## src/rtl/rtc_evt_pkg.sv

```systemverilog
// Shared constants, register addresses and the time-of-day type.
// Assumes a 32-bit register bus with word addresses.
package rtc_evt_pkg;

    localparam int NUM_EVT = 6;
    localparam int EV_SW   = 0;
    localparam int EV_MIN  = 1;
    localparam int EV_ALM  = 2;
    localparam int EV_DAY  = 3;
    localparam int EV_SEC  = 4;
    localparam int EV_HR   = 5;
    localparam int ADDR_W  = 3;

    typedef enum logic [ADDR_W-1:0] {
        RA_STATUS  = 3'd0,
        RA_ENABLE  = 3'd1,
        RA_TOD     = 3'd2,
        RA_DAY     = 3'd3,
        RA_ALM_TOD = 3'd4,
        RA_ALM_DAY = 3'd5,
        RA_SWATCH  = 3'd6
    } reg_addr_e;

    typedef struct packed {
        logic [4:0] hr;
        logic [5:0] min;
        logic [5:0] sec;
    } tod_t;

    // Build a time of day from bus fields, forcing out-of-range fields to zero.
    function automatic tod_t make_tod(logic [4:0] h, logic [5:0] m, logic [5:0] s);
        tod_t t;
        t.hr  = (h > 5'd23) ? 5'd0 : h;
        t.min = (m > 6'd59) ? 6'd0 : m;
        t.sec = (s > 6'd59) ? 6'd0 : s;
        return t;
    endfunction

    // Place a time of day in its read-back word layout.
    function automatic logic [31:0] pack_tod(tod_t t);
        return {11'b0, t.hr, 2'b0, t.min, 2'b0, t.sec};
    endfunction

endpackage

```

## src/rtl/rtc_time_core.sv

```systemverilog
// Seconds, minutes, hours and day counters advanced by the 1 Hz tick.
// Emits one-cycle event pulses and the next time value for the alarm compare.
// Assumes tick is a single-cycle pulse; a bus write to the time drops a coincident tick.
module rtc_time_core
    import rtc_evt_pkg::*;
#(
    parameter int DAY_W = 16
) (
    input  logic             clk,
    input  logic             rst_n,
    input  logic             tick,
    input  logic             tod_wr,
    input  logic             day_wr,
    input  tod_t             tod_wdata,
    input  logic [DAY_W-1:0] day_wdata,
    output tod_t             tod_q,
    output logic [DAY_W-1:0] day_q,
    output tod_t             nxt_tod,
    output logic [DAY_W-1:0] nxt_day,
    output logic             step,
    output logic             sec_evt,
    output logic             min_evt,
    output logic             hr_evt,
    output logic             day_evt
);

    localparam logic [DAY_W-1:0] DAY_ONE = {{(DAY_W-1){1'b0}}, 1'b1};

    logic sec_wrap, min_wrap, hr_wrap;

    // Carry chain and next-time computation.
    always_comb begin
        step     = tick & ~tod_wr & ~day_wr;
        sec_wrap = (tod_q.sec == 6'd59);
        min_wrap = sec_wrap && (tod_q.min == 6'd59);
        hr_wrap  = min_wrap && (tod_q.hr == 5'd23);
        nxt_tod.sec = sec_wrap ? 6'd0 : tod_q.sec + 6'd1;
        nxt_tod.min = !sec_wrap ? tod_q.min : (tod_q.min == 6'd59) ? 6'd0 : tod_q.min + 6'd1;
        nxt_tod.hr  = !min_wrap ? tod_q.hr : (tod_q.hr == 5'd23) ? 5'd0 : tod_q.hr + 5'd1;
        nxt_day     = hr_wrap ? day_q + DAY_ONE : day_q;
        sec_evt = step;
        min_evt = step & sec_wrap;
        hr_evt  = step & min_wrap;
        day_evt = step & hr_wrap;
    end

    // Time registers: bus writes load, otherwise a taken tick advances.
    always_ff @(posedge clk) begin
        if (!rst_n) begin
            tod_q <= '0;
            day_q <= '0;
        end else begin
            if (tod_wr) tod_q <= tod_wdata;
            if (day_wr) day_q <= day_wdata;
            if (step) begin
                tod_q <= nxt_tod;
                day_q <= nxt_day;
            end
        end
    end

    p_range_r5: assert property (@(posedge clk) disable iff (!rst_n)
        (tod_q.sec <= 6'd59) && (tod_q.min <= 6'd59) && (tod_q.hr <= 5'd23));

    p_min_carry_r6: assert property (@(posedge clk) disable iff (!rst_n)
        min_evt |=> (tod_q.sec == 6'd0));

    p_day_carry_r7: assert property (@(posedge clk) disable iff (!rst_n)
        day_evt |=> (day_q == $past(day_q) + DAY_ONE) && (tod_q == '0));

endmodule

```

## src/rtl/rtc_alarm_cmp.sv

```systemverilog
// Alarm registers and the match against the time about to be loaded.
// Assumes the match is only meaningful on a taken tick (step).
module rtc_alarm_cmp
    import rtc_evt_pkg::*;
#(
    parameter int DAY_W = 16
) (
    input  logic             clk,
    input  logic             rst_n,
    input  logic             tod_wr,
    input  logic             day_wr,
    input  tod_t             tod_wdata,
    input  logic [DAY_W-1:0] day_wdata,
    input  logic             step,
    input  tod_t             nxt_tod,
    input  logic [DAY_W-1:0] nxt_day,
    input  tod_t             cur_tod,
    input  logic [DAY_W-1:0] cur_day,
    output tod_t             alm_tod_q,
    output logic [DAY_W-1:0] alm_day_q,
    output logic             alm_evt
);

    // Alarm target registers.
    always_ff @(posedge clk) begin
        if (!rst_n) begin
            alm_tod_q <= '0;
            alm_day_q <= '0;
        end else begin
            if (tod_wr) alm_tod_q <= tod_wdata;
            if (day_wr) alm_day_q <= day_wdata;
        end
    end

    // Match fires when the time being entered equals the target.
    always_comb begin
        alm_evt = step && (nxt_tod == alm_tod_q) && (nxt_day == alm_day_q);
    end

    p_alarm_hit_r8: assert property (@(posedge clk) disable iff (!rst_n)
        (alm_evt && !tod_wr && !day_wr) |=> (cur_tod == alm_tod_q) && (cur_day == alm_day_q));

endmodule

```

## src/rtl/rtc_stopwatch.sv

```systemverilog
// Minute-based countdown; flags once on reaching zero, then holds until reloaded.
// Assumes a load has priority over a coincident minute decrement.
module rtc_stopwatch #(
    parameter int SW_W = 8
) (
    input  logic            clk,
    input  logic            rst_n,
    input  logic            load,
    input  logic [SW_W-1:0] load_val,
    input  logic            min_evt,
    output logic [SW_W-1:0] cnt_q,
    output logic            run_q,
    output logic            sw_evt
);

    localparam logic [SW_W-1:0] SW_ONE = {{(SW_W-1){1'b0}}, 1'b1};

    // Timeout pulse on the last decrement.
    always_comb begin
        sw_evt = !load && run_q && min_evt && (cnt_q == SW_ONE);
    end

    // Count and run state.
    always_ff @(posedge clk) begin
        if (!rst_n) begin
            cnt_q <= '0;
            run_q <= 1'b0;
        end else if (load) begin
            cnt_q <= load_val;
            run_q <= (load_val != '0);
        end else if (run_q && min_evt) begin
            cnt_q <= cnt_q - SW_ONE;
            if (cnt_q == SW_ONE) run_q <= 1'b0;
        end
    end

    p_sw_halt_r9: assert property (@(posedge clk) disable iff (!rst_n)
        sw_evt |=> (!run_q && (cnt_q == '0)));

    p_sw_hold_r9: assert property (@(posedge clk) disable iff (!rst_n)
        (!run_q && !load) |=> $stable(cnt_q));

endmodule

```

## src/rtl/rtc_irq_status.sv

```systemverilog
// Sticky event flags with write-one-to-clear, the enable mask and the interrupt OR.
// Assumes a set from an event wins over a clear in the same cycle.
module rtc_irq_status #(
    parameter int N = 6
) (
    input  logic         clk,
    input  logic         rst_n,
    input  logic [N-1:0] evt,
    input  logic         clr_wr,
    input  logic [N-1:0] clr_mask,
    input  logic         en_wr,
    input  logic [N-1:0] en_wdata,
    output logic [N-1:0] sts_q,
    output logic [N-1:0] en_q,
    output logic         irq
);

    logic [N-1:0] clr_bits;

    // Bits to clear this cycle.
    always_comb begin
        clr_bits = clr_wr ? clr_mask : '0;
    end

    // Status flags: clear first, then set.
    always_ff @(posedge clk) begin
        if (!rst_n) sts_q <= '0;
        else        sts_q <= (sts_q & ~clr_bits) | evt;
    end

    // Enable mask register.
    always_ff @(posedge clk) begin
        if (!rst_n)     en_q <= '0;
        else if (en_wr) en_q <= en_wdata;
    end

    // Interrupt request from enabled flags.
    always_comb begin
        irq = |(sts_q & en_q);
    end

    p_set_wins_r3: assert property (@(posedge clk) disable iff (!rst_n)
        (|evt) |=> ((sts_q & $past(evt)) == $past(evt)));

    p_clear_r3: assert property (@(posedge clk) disable iff (!rst_n)
        clr_wr |=> ((sts_q & $past(clr_mask) & ~$past(evt)) == '0));

    p_irq_rise_r4: assert property (@(posedge clk) disable iff (!rst_n)
        $rose(irq) |-> ($past(|evt) || $past(en_wr)));

endmodule

```

## src/rtl/rtc_event_unit.sv

```systemverilog
// Top: register decode, time core, alarm, stopwatch and status/interrupt unit.
// Assumes word-addressed writes sampled at the clock edge; reads are combinational.
module rtc_event_unit
    import rtc_evt_pkg::*;
#(
    parameter int DAY_W = 16,
    parameter int SW_W  = 8
) (
    input  logic        clk,
    input  logic        rst_n,
    input  logic        tick_1hz,
    input  logic        bus_wr,
    input  logic [2:0]  bus_addr,
    input  logic [31:0] bus_wdata,
    output logic [31:0] bus_rdata,
    output logic        irq
);

    logic wr_sts, wr_en, wr_tod, wr_day, wr_atod, wr_aday, wr_sw;
    tod_t             wr_tod_val;
    logic [DAY_W-1:0] wr_day_val;
    tod_t             tod_q, nxt_tod, alm_tod_q;
    logic [DAY_W-1:0] day_q, nxt_day, alm_day_q;
    logic             step, sec_evt, min_evt, hr_evt, day_evt, alm_evt, sw_evt;
    logic [SW_W-1:0]  sw_cnt;
    logic             sw_run;
    logic [NUM_EVT-1:0] evt, sts_q, en_q;
    logic unused_wdata;

    // Write decode and field extraction.
    always_comb begin
        wr_sts  = bus_wr && (bus_addr == RA_STATUS);
        wr_en   = bus_wr && (bus_addr == RA_ENABLE);
        wr_tod  = bus_wr && (bus_addr == RA_TOD);
        wr_day  = bus_wr && (bus_addr == RA_DAY);
        wr_atod = bus_wr && (bus_addr == RA_ALM_TOD);
        wr_aday = bus_wr && (bus_addr == RA_ALM_DAY);
        wr_sw   = bus_wr && (bus_addr == RA_SWATCH);
        wr_tod_val = make_tod(bus_wdata[20:16], bus_wdata[13:8], bus_wdata[5:0]);
        wr_day_val = bus_wdata[DAY_W-1:0];
    end

    assign unused_wdata = ^bus_wdata[31:21];

    rtc_time_core #(.DAY_W(DAY_W)) u_time (
        .clk(clk), .rst_n(rst_n), .tick(tick_1hz),
        .tod_wr(wr_tod), .day_wr(wr_day),
        .tod_wdata(wr_tod_val), .day_wdata(wr_day_val),
        .tod_q(tod_q), .day_q(day_q), .nxt_tod(nxt_tod), .nxt_day(nxt_day),
        .step(step), .sec_evt(sec_evt), .min_evt(min_evt),
        .hr_evt(hr_evt), .day_evt(day_evt)
    );

    rtc_alarm_cmp #(.DAY_W(DAY_W)) u_alarm (
        .clk(clk), .rst_n(rst_n),
        .tod_wr(wr_atod), .day_wr(wr_aday),
        .tod_wdata(wr_tod_val), .day_wdata(wr_day_val),
        .step(step), .nxt_tod(nxt_tod), .nxt_day(nxt_day),
        .cur_tod(tod_q), .cur_day(day_q),
        .alm_tod_q(alm_tod_q), .alm_day_q(alm_day_q), .alm_evt(alm_evt)
    );

    rtc_stopwatch #(.SW_W(SW_W)) u_swatch (
        .clk(clk), .rst_n(rst_n), .load(wr_sw),
        .load_val(bus_wdata[SW_W-1:0]), .min_evt(min_evt),
        .cnt_q(sw_cnt), .run_q(sw_run), .sw_evt(sw_evt)
    );

    // Gather event pulses into status bit positions.
    always_comb begin
        evt         = '0;
        evt[EV_SW]  = sw_evt;
        evt[EV_MIN] = min_evt;
        evt[EV_ALM] = alm_evt;
        evt[EV_DAY] = day_evt;
        evt[EV_SEC] = sec_evt;
        evt[EV_HR]  = hr_evt;
    end

    rtc_irq_status #(.N(NUM_EVT)) u_status (
        .clk(clk), .rst_n(rst_n), .evt(evt),
        .clr_wr(wr_sts), .clr_mask(bus_wdata[NUM_EVT-1:0]),
        .en_wr(wr_en), .en_wdata(bus_wdata[NUM_EVT-1:0]),
        .sts_q(sts_q), .en_q(en_q), .irq(irq)
    );

    // Read multiplexer.
    always_comb begin
        case (bus_addr)
            RA_STATUS:  bus_rdata = 32'(sts_q);
            RA_ENABLE:  bus_rdata = 32'(en_q);
            RA_TOD:     bus_rdata = pack_tod(tod_q);
            RA_DAY:     bus_rdata = 32'(day_q);
            RA_ALM_TOD: bus_rdata = pack_tod(alm_tod_q);
            RA_ALM_DAY: bus_rdata = 32'(alm_day_q);
            RA_SWATCH:  bus_rdata = 32'(sw_cnt);
            default:    bus_rdata = '0;
        endcase
    end

    p_sw_needs_run_r9: assert property (@(posedge clk) disable iff (!rst_n)
        sw_evt |-> sw_run);

endmodule

```

## config.mk

```make
export PLATFORM = sky130hd
export DESIGN_NAME = rtc_event_unit
export DESIGN_NICKNAME = d
export VERILOG_FILES = /design/src/rtl/rtc_evt_pkg.sv /design/src/rtl/rtc_time_core.sv /design/src/rtl/rtc_alarm_cmp.sv /design/src/rtl/rtc_stopwatch.sv /design/src/rtl/rtc_irq_status.sv /design/src/rtl/rtc_event_unit.sv
export SDC_FILE = /design/constraint.sdc
export NUM_CORES = 1
export LEC_CHECK = 0
export BUFFER_PORTS_ARGS = -buffer_cell sky130_fd_sc_hd__buf_2
export CAP_MARGIN = 20
export CORE_UTILIZATION = 48
export CTS_CLUSTER_DIAMETER = 100
export DETAILED_ROUTE_END_ITERATION = 7
export GPL_ROUTABILITY_DRIVEN = 0
export PLACE_DENSITY_LB_ADDON = 0.3
export SYNTH_ARGS = -nofsm -noshare
export SYNTH_HDL_FRONTEND = slang
export SYNTH_SLANG_ARGS = --single-unit
```

## constraint.sdc

```tcl
create_clock -name clk -period 3.23 [get_ports clk]
set_input_delay 0.1615 -clock clk [delete_from_list [all_inputs] [get_ports clk]]
set_output_delay 0.1615 -clock clk [all_outputs]
set_load 0.02 [all_outputs]
```

==> flow_summary.yaml, run 1 <==
synth:
  async_reset_ff_share_pct: 0
  synth_flop_cell: "dfxtp_1"
  syn_inst: 762
  yosysUniqueCellTypes: 72
  yosysSeqAreaShare_pct: 29.4
  ys_seq_elements: 87
  avgSynthCellArea_sq_um: 7.76
  synth_edf_count: 0
  synth_warnings: 0
  syn_area_sq_um: 5920
detailed_routing:
  drt-pass1-iter-count: 8
  wl_per_cell_microns: 19.9
  vias: 6017
  wirelength_mm: 18.5
  initialDrtViolationCount: 635
  drc: 0
  vias_per_cell: 6.47
  postRouteAntennaNets: 0
floorplan:
  io_pins: 72
  std_cell_rows: 40
  core-area_sq_um: 12000
  fp.dieW_microns: 113
  initial_core_util_pct: 49.3
  die_area_sq_um: 12800
  dieHeight_microns: 113
sta:
  fin_tns_setup_ns: 0
  setup_viol: 0
  max_slew_margin_pct: 34.8
  final_hold_viol_count: 0
  worst_pin_slew_ns: 0.974
  finClkSkew_ns: 0.00737
  max_freq_ghz: 0.338
  rsz0062_at_grt: "no"
  slew_violations: 0
  fin_ws_ns: 0.275
  fin_crit_sh_pct: 91.5
  min_period_ns: 2.95
cts:
  htreeDepth: 3
  clockBufferDepth: 2
  insertion_delay_ns: 0.36
  root_buffer: "clkbuf_16"
  postCtsSetupBuffers: 0
  cts-hold-fix-buffers: 0
  clkTransAtPathRegs_ns: 0.07
  postCtsResizedCells: 0
  cts_buffers: 9
  clock-sinks: 87
  cts_tree: "done"
power:
  irDropWorstVdd_mv: 0.192
  power.leakage_nw: 2.31
  power.density_nw_per_um2: 395
hold_path:
  min_from: "bus_wdata[14]"
  min_path_cells: 3
  hold_class: "in2reg"
critical_path:
  cp.required_ns: 3.51
  cp_data_arrival_time_ns: 3.24
  crit_path_start_kind: "register"
  critPathMaxFanout: 17
  r2r_cells: 8
  crit_path_end_kind: "register"
  path_class: "reg2reg"
  r2r-start: "u_time.tod_q[0]$_SDFFE_PN0P_"
  crit_start: "u_time.tod_q[0]$_SDFFE_PN0P_"
place:
  dp_hpwl_mm: 12.8
  numPortBuffers: 49
  place_ws_ns: 0.308
cells_and_area:
  area_delta_synth_final_pct: 9.39
  drive_gt1_share_pct: 13.5
  num-nets-final: 824
  layout_commonest_cell: "nand2_1"
  fillers: 1145
  diodes: 0
  final_cell_mix: "102 x nand2_1, 87 x dfxtp_1, 79 x nor2_1, 63 x a21oi_1, 49 x buf_2"
status:
  status: "completed"
global_routing:
  grt_pass1_vias: 5532
  grt_max_degree: 53
  overflow: 0
  groute.usage.overall_pct: 29.4
  antenna_found_initial: 0
  grt_pass1_wl_mm: 29.1
flow_run:
  cap_violations: 0
flip-flops by register name (all words and copies together) (netlist names):
signal             count
u_alarm.alm_tod_q     17
u_swatch.cnt_q         8
u_time.day_q          16
u_status.en_q          6
u_alarm.alm_day_q     16
u_swatch.run_q         1
u_status.sts_q         6
u_time.tod_q          17
synth_stat cells (all sizes together) (7+ instances only):
cell    count  area (sq um)
nand3      33           170
nor3       15          80.1
nand4       8          65.1
nand2     103           389
and3        7          43.8
mux2i      20           200
o21ai      23           115
nor2       80           303
xor2       17           149
a31oi       9          56.3
clkbuf     43           163
a22oi      29           218
nor2b      15          93.8
nor4       13           136
buf        26           169
inv         7          26.3
a221oi     13           114
a21oi      63           315
nand3b      8          60.1
xnor2      34           298
a211oi     17           128
dfxtp      87          1740
layout make-up:
type | instances | area (sq um) | area share, %
Inverter | 7 | 26.3 | 0.406
Sequential cell | 87 | 1740 | 26.9
Multi-Input combinational cell | 609 | 3860 | 59.6
Timing Repair Buffer | 65 | 365 | 5.64
Clock buffer | 10 | 239 | 3.69
Clock inverter | 5 | 58.8 | 0.909
Tap cell | 147 | 184 | 2.84
cell families after synthesis:
family | share of synthesized area (%)
mux | 6.24
xor+xnor | 7.55
buf+inv | 6.05
compound gates | 21.1
fa+ha+maj | 1.27
flops | 29.4
other cells | 0.0634
simple gates | 28.3
worst max-delay path, cell delays in order, from the launching register on:
cell and delay, ns:
dfxtp_1 0.47, ha_1 0.33, and3_1 0.36, nand4_4 0.36, nor4_4 0.43, xnor2_1 0.10, a2111oi_0 0.44, o2111ai_1 0.19
o31ai_2 0.19
power by group:
part	switching (mW)	internal [mW]
registers	0.0441	1.10
clock network	0.460	0.616
logic	0.220	0.118
per-layer routing:
metal,wire (microns),up-vias,share of wire (%),global-route usage [%]
li1,-,2783,-,-
met1,7680,2853,41,39.0
met2,8580,335,46,47.0
met3,1750,46,9.4,4.28
met4,522,0,2.8,14.0
met5,0,-,0,0
path summary, 6_finish.rpt:
kind / slack, ns / to
max reg2reg: 0.28 / u_status.sts_q[2]$_SDFF_PN0_
min reg2reg: 0.48 / u_alarm.alm_day_q[12]$_SDFFE_PN0P_
min: 0.05 / u_alarm.alm_day_q[14]$_SDFFE_PN0P_
max: 0.28 / u_status.sts_q[2]$_SDFF_PN0_
per-stage QoR:
| stage | instances | total power [mW] | instance area, sq um | util (%) | hold WS, ns |
|---|---|---|---|---|---|
| after floorplan | 772 | 1.39 | 5950 | - | 0.297 |
| after global placement | 915 | 1.49 | 6170 | 51.4 | 0.420 |
| after detailed placement | 915 | 1.50 | 6170 | 51.4 | 0.429 |
| after CTS | 930 | 2.56 | 6470 | 53.9 | 0.0510 |
| after global routing | 930 | 2.64 | 6470 | 53.9 | 0.0717 |
| final | 930 | 2.56 | 6470 | 53.9 | 0.0532 |
(Power assumes the default switching activity.)
==> run 2: changes to the inputs <==
Settings changed: PLACE_DENSITY set to 0.77, PLACE_DENSITY_LB_ADDON 0.3 to unset.
==> flow_summary.yaml, run 2 (synthesis gave the netlist of run 1 again) <==
critical_path:
  cp-endpoint: "u_status.sts_q[2]$_SDFF_PN0_"
  r2r_cells: 8
  r2r-start: "u_time.tod_q[0]$_SDFFE_PN0P_"
  crit_path_end_kind: "register"
  r2r_setup_slack_ns: 0.21
  crit_path_start_kind: "register"
  critPathMaxFanout: 17
  path_class: "reg2reg"
  slowest_delay_ns: 0.48
  path_cells: "ha_1 -> and3_1 -> nand4_4 -> nor4_4 -> xnor2_1 -> a2111oi_0 -> o2111ai_1 -> o31ai_2"
  cp_data_arrival_time_ns: 3.29
  crit_start: "u_time.tod_q[0]$_SDFFE_PN0P_"
  cp.required_ns: 3.50
  r2r-end: "u_status.sts_q[2]$_SDFF_PN0_"
  critical-path-slowest-cell: "a2111oi_0"
floorplan:
  fp.dieW_microns: 113
  initial_core_util_pct: 49.3
  dieHeight_microns: 113
  io_pins: 72
  std_cell_rows: 40
  die_area_sq_um: 12800
  core-area_sq_um: 12000
detailed_routing:
  wl_per_cell_microns: 19.3
  drc: 0
  vias_per_cell: 6.29
  wirelength_mm: 17.9
  drt-pass1-iter-count: 8
  initialDrtViolationCount: 650
  vias: 5848
  postRouteAntennaNets: 0
global_routing:
  grt_pass1_vias: 5446
  grt_pass1_wl_mm: 28.6
  antenna_found_initial: 0
  grt_max_degree: 54
  overflow: 0
  groute.usage.overall_pct: 28.8
place:
  numPortBuffers: 49
  dp_hpwl_mm: 12.3
cells_and_area:
  final_cell_mix: "102 x nand2_1, 87 x dfxtp_1, 79 x nor2_1, 63 x a21oi_1, 49 x buf_2"
  top_regs: "u_alarm.alm_tod_q (17), u_time.tod_q (17)"
  num-nets-final: 823
  area_delta_synth_final_pct: 9.77
  multi_input_area_sq_um: 3860
  fillers: 1150
  layout_commonest_cell: "nand2_1"
  diodes: 0
  ff_latch_area_sq_um: 1740
  drive_gt1_share_pct: 13.4
sta:
  slew_violations: 0
  rsz0062_at_grt: "no"
  max_freq_ghz: 0.331
  fin_tns_setup_ns: 0
  final_hold_viol_count: 0
  max_slew_margin_pct: 45.8
  fin_crit_sh_pct: 93.5
  finClkSkew_ns: 0.00805
  min_period_ns: 3.02
  whs_ns: 0.0618
  worst_pin_slew_ns: 0.813
  setup_viol: 0
cts:
  postCtsSetupBuffers: 0
  cts-hold-fix-buffers: 0
  htreeDepth: 3
  clkTransAtPathRegs_ns: 0.06
  clockBufferDepth: 2
  cts_buffers: 9
  cts_tree: "done"
  root_buffer: "clkbuf_16"
  postCtsResizedCells: 0
  clock-sinks: 87
  insertion_delay_ns: 0.35
power:
  power.leakage_nw: 2.32
  p_sw_share_pct: 26.6
  p_comb_share_pct: 13.0
  p_int_mw: 1.91
  clockPowerShare_pct: 43.1
  irDropWorstVdd_mv: 0.233
  p_seq_share_pct: 43.9
  power.density_nw_per_um2: 401
  switchingPower_mw: 0.694
flow_run:
  cap_violations: 0
hold_path:
  hold_class: "in2reg"
status:
  status: "completed"
==> run 2: cell count changes in the layout (fill, tap and decap cells not counted) <==
| cell | change |
|---|---|
| clkinvlp_4 | -2 |
| bufinv_16 | +1 |
| nor2b_1 | -1 |
| nor2b_2 | +1 |
| clkinv_4 | -1 |
| buf_12 | +1 |
| buf_4 | -2 |
| clkbuf_1 | +1 |
| clkinv_2 | +1 |
==> run 2: power groups by stage <==
stage | clock, mW | combinational (mW) | sequential [mW]
detailed placement | 0 | 0.330 | 1.17
global route | 1.18 | 0.362 | 1.15
CTS | 1.13 | 0.332 | 1.14
global placement | 0 | 0.326 | 1.17
finish | 1.12 | 0.338 | 1.14
floorplan | 0 | 0.246 | 1.14
==> run 2: metal layers <==
| layer | share of wire, % | vias to the layer above | global-route usage (%) |
|---|---|---|---|
| met5 | 0 | - | 0 |
| met4 | 3.6 | 0 | 15.9 |
| met3 | 9.7 | 47 | 3.96 |
| met2 | 46 | 331 | 45.5 |
| met1 | 41 | 2689 | 38.1 |
| li1 | - | 2781 | - |
==> run 2: worst min path at each step <==
stage	startpoint	endpoint	depth (start not counted)
final	bus_wdata[14]	u_alarm.alm_day_q[14]$_SDFFE_PN0P_	3
after global placement	bus_wdata[15]	u_time.day_q[15]$_SDFFE_PN0P_	3
after global routing	bus_wdata[14]	u_alarm.alm_day_q[14]$_SDFFE_PN0P_	3
after CTS	bus_wdata[15]	u_time.day_q[15]$_SDFFE_PN0P_	3
after detailed placement	bus_wdata[15]	u_time.day_q[15]$_SDFFE_PN0P_	3
after floorplan	bus_wdata[10]	u_alarm.alm_day_q[10]$_SDFFE_PN0P_	2
==> run 2: critical path, delay by kind of cell, from the launching register on <==
family	cells	cell delay, ns
adder cells (fa/ha/maj)	1	0.35
flip-flops	1	0.46
AND/OR/NAND/NOR	3	1.16
AO/OA/AOI/OAI	3	0.87
XOR/XNOR	1	0.09
==> run 2: final cells by class <==
class | instances | area share, %
multi-input combinational | 609 | 59.4
sequential | 87 | 26.8
timing repair buffer | 64 | 5.70
clock buffer | 11 | 3.74
tap | 147 | 2.83
clock inverter | 4 | 1.08
inverter | 7 | 0.405
==> run 2: stage by stage <==
step	utilization [%]	setup slack (ns)	area, sq um	cells	total power, mW
after floorplan	-	0.796	5950	772	1.39
after CTS	54.1	0.223	6490	929	2.60
after detailed placement	51.5	0.236	6180	914	1.50
after global placement	51.5	0.353	6180	914	1.49
after global routing	54.1	0.0424	6490	929	2.69
final	54.1	0.211	6490	929	2.60
==> run 3: changes to the inputs <==
Settings changed: CELL_PAD_IN_SITES_DETAIL_PLACEMENT set to 0, CELL_PAD_IN_SITES_GLOBAL_PLACEMENT set to 1, CORE_UTILIZATION 48 to 44, PLACE_DENSITY 0.77 to 0.9.
==> flow_summary.yaml, run 3 (synthesis gave the netlist of run 1 again) <==
status:
  status: "completed"
cts:
  cts_buffers: 9
  htreeDepth: 3
  clock-sinks: 87
  postCtsSetupBuffers: 0
  root_buffer: "clkbuf_16"
  insertion_delay_ns: 0.34
  cts-hold-fix-buffers: 0
  clkTransAtPathRegs_ns: 0.06
  postCtsResizedCells: 0
  clockBufferDepth: 2
  cts_tree: "done"
global_routing:
  overflow: 0
  grt_pass1_vias: 5638
  antenna_found_initial: 0
  grt_pass1_wl_mm: 29.9
  grt_max_degree: 87
  groute.usage.overall_pct: 27.1
cells_and_area:
  layout_commonest_cell: "nand2_1"
  final_cell_mix: "102 x nand2_1, 87 x dfxtp_1, 79 x nor2_1, 63 x a21oi_1, 49 x buf_2"
  drive_gt1_share_pct: 13.3
  instances_no_fill: 959
  diodes: 0
  area_delta_synth_final_pct: 9.77
  top_regs: "u_alarm.alm_tod_q (17), u_time.tod_q (17)"
  fin_area_sq_um: 6490
  num-nets-final: 823
power:
  power.leakage_nw: 2.30
  irDropWorstVdd_mv: 0.253
  power.density_nw_per_um2: 390
  p_seq_share_pct: 45.2
  clockPowerShare_pct: 41.4
  p_sw_share_pct: 28.3
  p_comb_share_pct: 13.4
  p_int_mw: 1.82
  switchingPower_mw: 0.717
critical_path:
  path_class: "reg2reg"
  crit_path_start_kind: "register"
  r2r-end: "u_status.sts_q[2]$_SDFF_PN0_"
  path_buf_inv: 0
  critPathMaxFanout: 17
  path_cells: "ha_1 -> and3_1 -> nand4_4 -> nor4_4 -> xnor2_1 -> a2111oi_0 -> o2111ai_1 -> o31ai_2"
  cp_data_arrival_time_ns: 3.33
  slowest_delay_ns: 0.50
  cp.required_ns: 3.49
  r2r_cells: 8
  crit_path_end_kind: "register"
  r2r_setup_slack_ns: 0.16
  critical-path-slowest-cell: "dfxtp_1"
  r2r-start: "u_time.tod_q[0]$_SDFFE_PN0P_"
  crit_family: "simple AND/OR/NAND/NOR gates"
floorplan:
  io_pins: 72
  core-area_sq_um: 13200
  dieHeight_microns: 118
  std_cell_rows: 42
  die_area_sq_um: 13900
  fp.dieW_microns: 118
  initial_core_util_pct: 44.9
hold_path:
  hold_class: "in2reg"
  min_from: "bus_wdata[15]"
  hold-path-endpoint: "u_alarm.alm_day_q[15]$_SDFFE_PN0P_"
  min_path_cells: 3
detailed_routing:
  drc: 0
  drt-pass1-iter-count: 5
  initialDrtViolationCount: 749
  wirelength_mm: 18.7
  postRouteAntennaNets: 0
  wl_per_cell_microns: 19.5
  vias: 5962
  vias_per_cell: 6.22
place:
  place_area_sq_um: 6200
  dp_hpwl_mm: 13.0
  numPortBuffers: 49
  place_ws_ns: 0.210
  dpl.cell_count: 943
flow_run:
  cap_violations: 0
sta:
  min_period_ns: 3.07
  setup_viol: 0
  fin_ws_ns: 0.161
  max_freq_ghz: 0.326
  worst_pin_slew_ns: 0.977
  fin_crit_sh_pct: 95.0
  max_slew_margin_pct: 34.6
  slew_violations: 0
  final_hold_viol_count: 0
  fin_tns_setup_ns: 0
  finClkSkew_ns: 0.00600
  rsz0062_at_grt: "no"
[run 3: changes by cell type in the layout (fill, tap and decap cells not counted), sizes merged]
cell and change:
bufinv -1, clkinvlp +2
[run 3: through the flow]
step | total power [mW] | util [%] | hold WS (ns)
5_1_grt | 2.62 | 49.2 | 0.0668
3_5_place_dp | 1.50 | 47.0 | 0.427
6_report | 2.53 | 49.2 | 0.0631
3_3_place_gp | 1.49 | 47.0 | 0.418
2_1_floorplan | 1.39 | - | 0.297
4_1_cts | 2.53 | 49.2 | 0.0642
[run 3: power groups by stage]
stage | clock network [mW] | registers, mW | logic, mW
2_1_floorplan | 0 | 1.14 | 0.246
3_3_place_gp | 0 | 1.17 | 0.325
3_5_place_dp | 0 | 1.17 | 0.332
4_1_cts | 1.06 | 1.14 | 0.334
5_1_grt | 1.11 | 1.15 | 0.365
6_report | 1.05 | 1.15 | 0.339
[run 3: area by class of cell]
class                      count  area (sq um)
fill                        1304          6700
multi-input combinational    609          3860
sequential                    87          1740
timing repair buffer          64           358
clock buffer                  11           233
tap                          176           220
clock inverter                 5          58.8
inverter                       7          26.3
[run 3: metal layers]
| layer | global-route usage (%) | up-vias | part of all wire [%] |
|---|---|---|---|
| li1 | - | 2781 | - |
| met1 | 35.3 | 2837 | 42 |
| met2 | 43.8 | 306 | 48 |
| met5 | 0 | - | 0 |
| met3 | 5.18 | 38 | 7.7 |
| met4 | 10.8 | 0 | 2.6 |
[run 3: worst max-delay path by stage]
stage / depth (start not counted) / to / slack (ns) / startpoint
final: 8 / u_status.sts_q[2]$_SDFF_PN0_ / 0.16 / u_time.tod_q[0]$_SDFFE_PN0P_
after global placement: 8 / u_status.sts_q[2]$_SDFF_PN0_ / 0.34 / u_time.tod_q[0]$_SDFFE_PN0P_
after floorplan: 8 / u_status.sts_q[2]$_SDFF_PN0_ / 0.80 / u_time.tod_q[0]$_SDFFE_PN0P_
after detailed placement: 8 / u_status.sts_q[2]$_SDFF_PN0_ / 0.21 / u_time.tod_q[0]$_SDFFE_PN0P_
after global routing: 8 / u_status.sts_q[2]$_SDFF_PN0_ / 0.02 / u_time.tod_q[0]$_SDFFE_PN0P_
after CTS: 8 / u_status.sts_q[2]$_SDFF_PN0_ / 0.19 / u_time.tod_q[0]$_SDFFE_PN0P_
[run 3: worst min-delay path, delay by kind of cell]
family | cells | cell delay, ns
compound gates | 1 | 0.05
buf+inv | 1 | 0.11
simple gates | 1 | 0.05
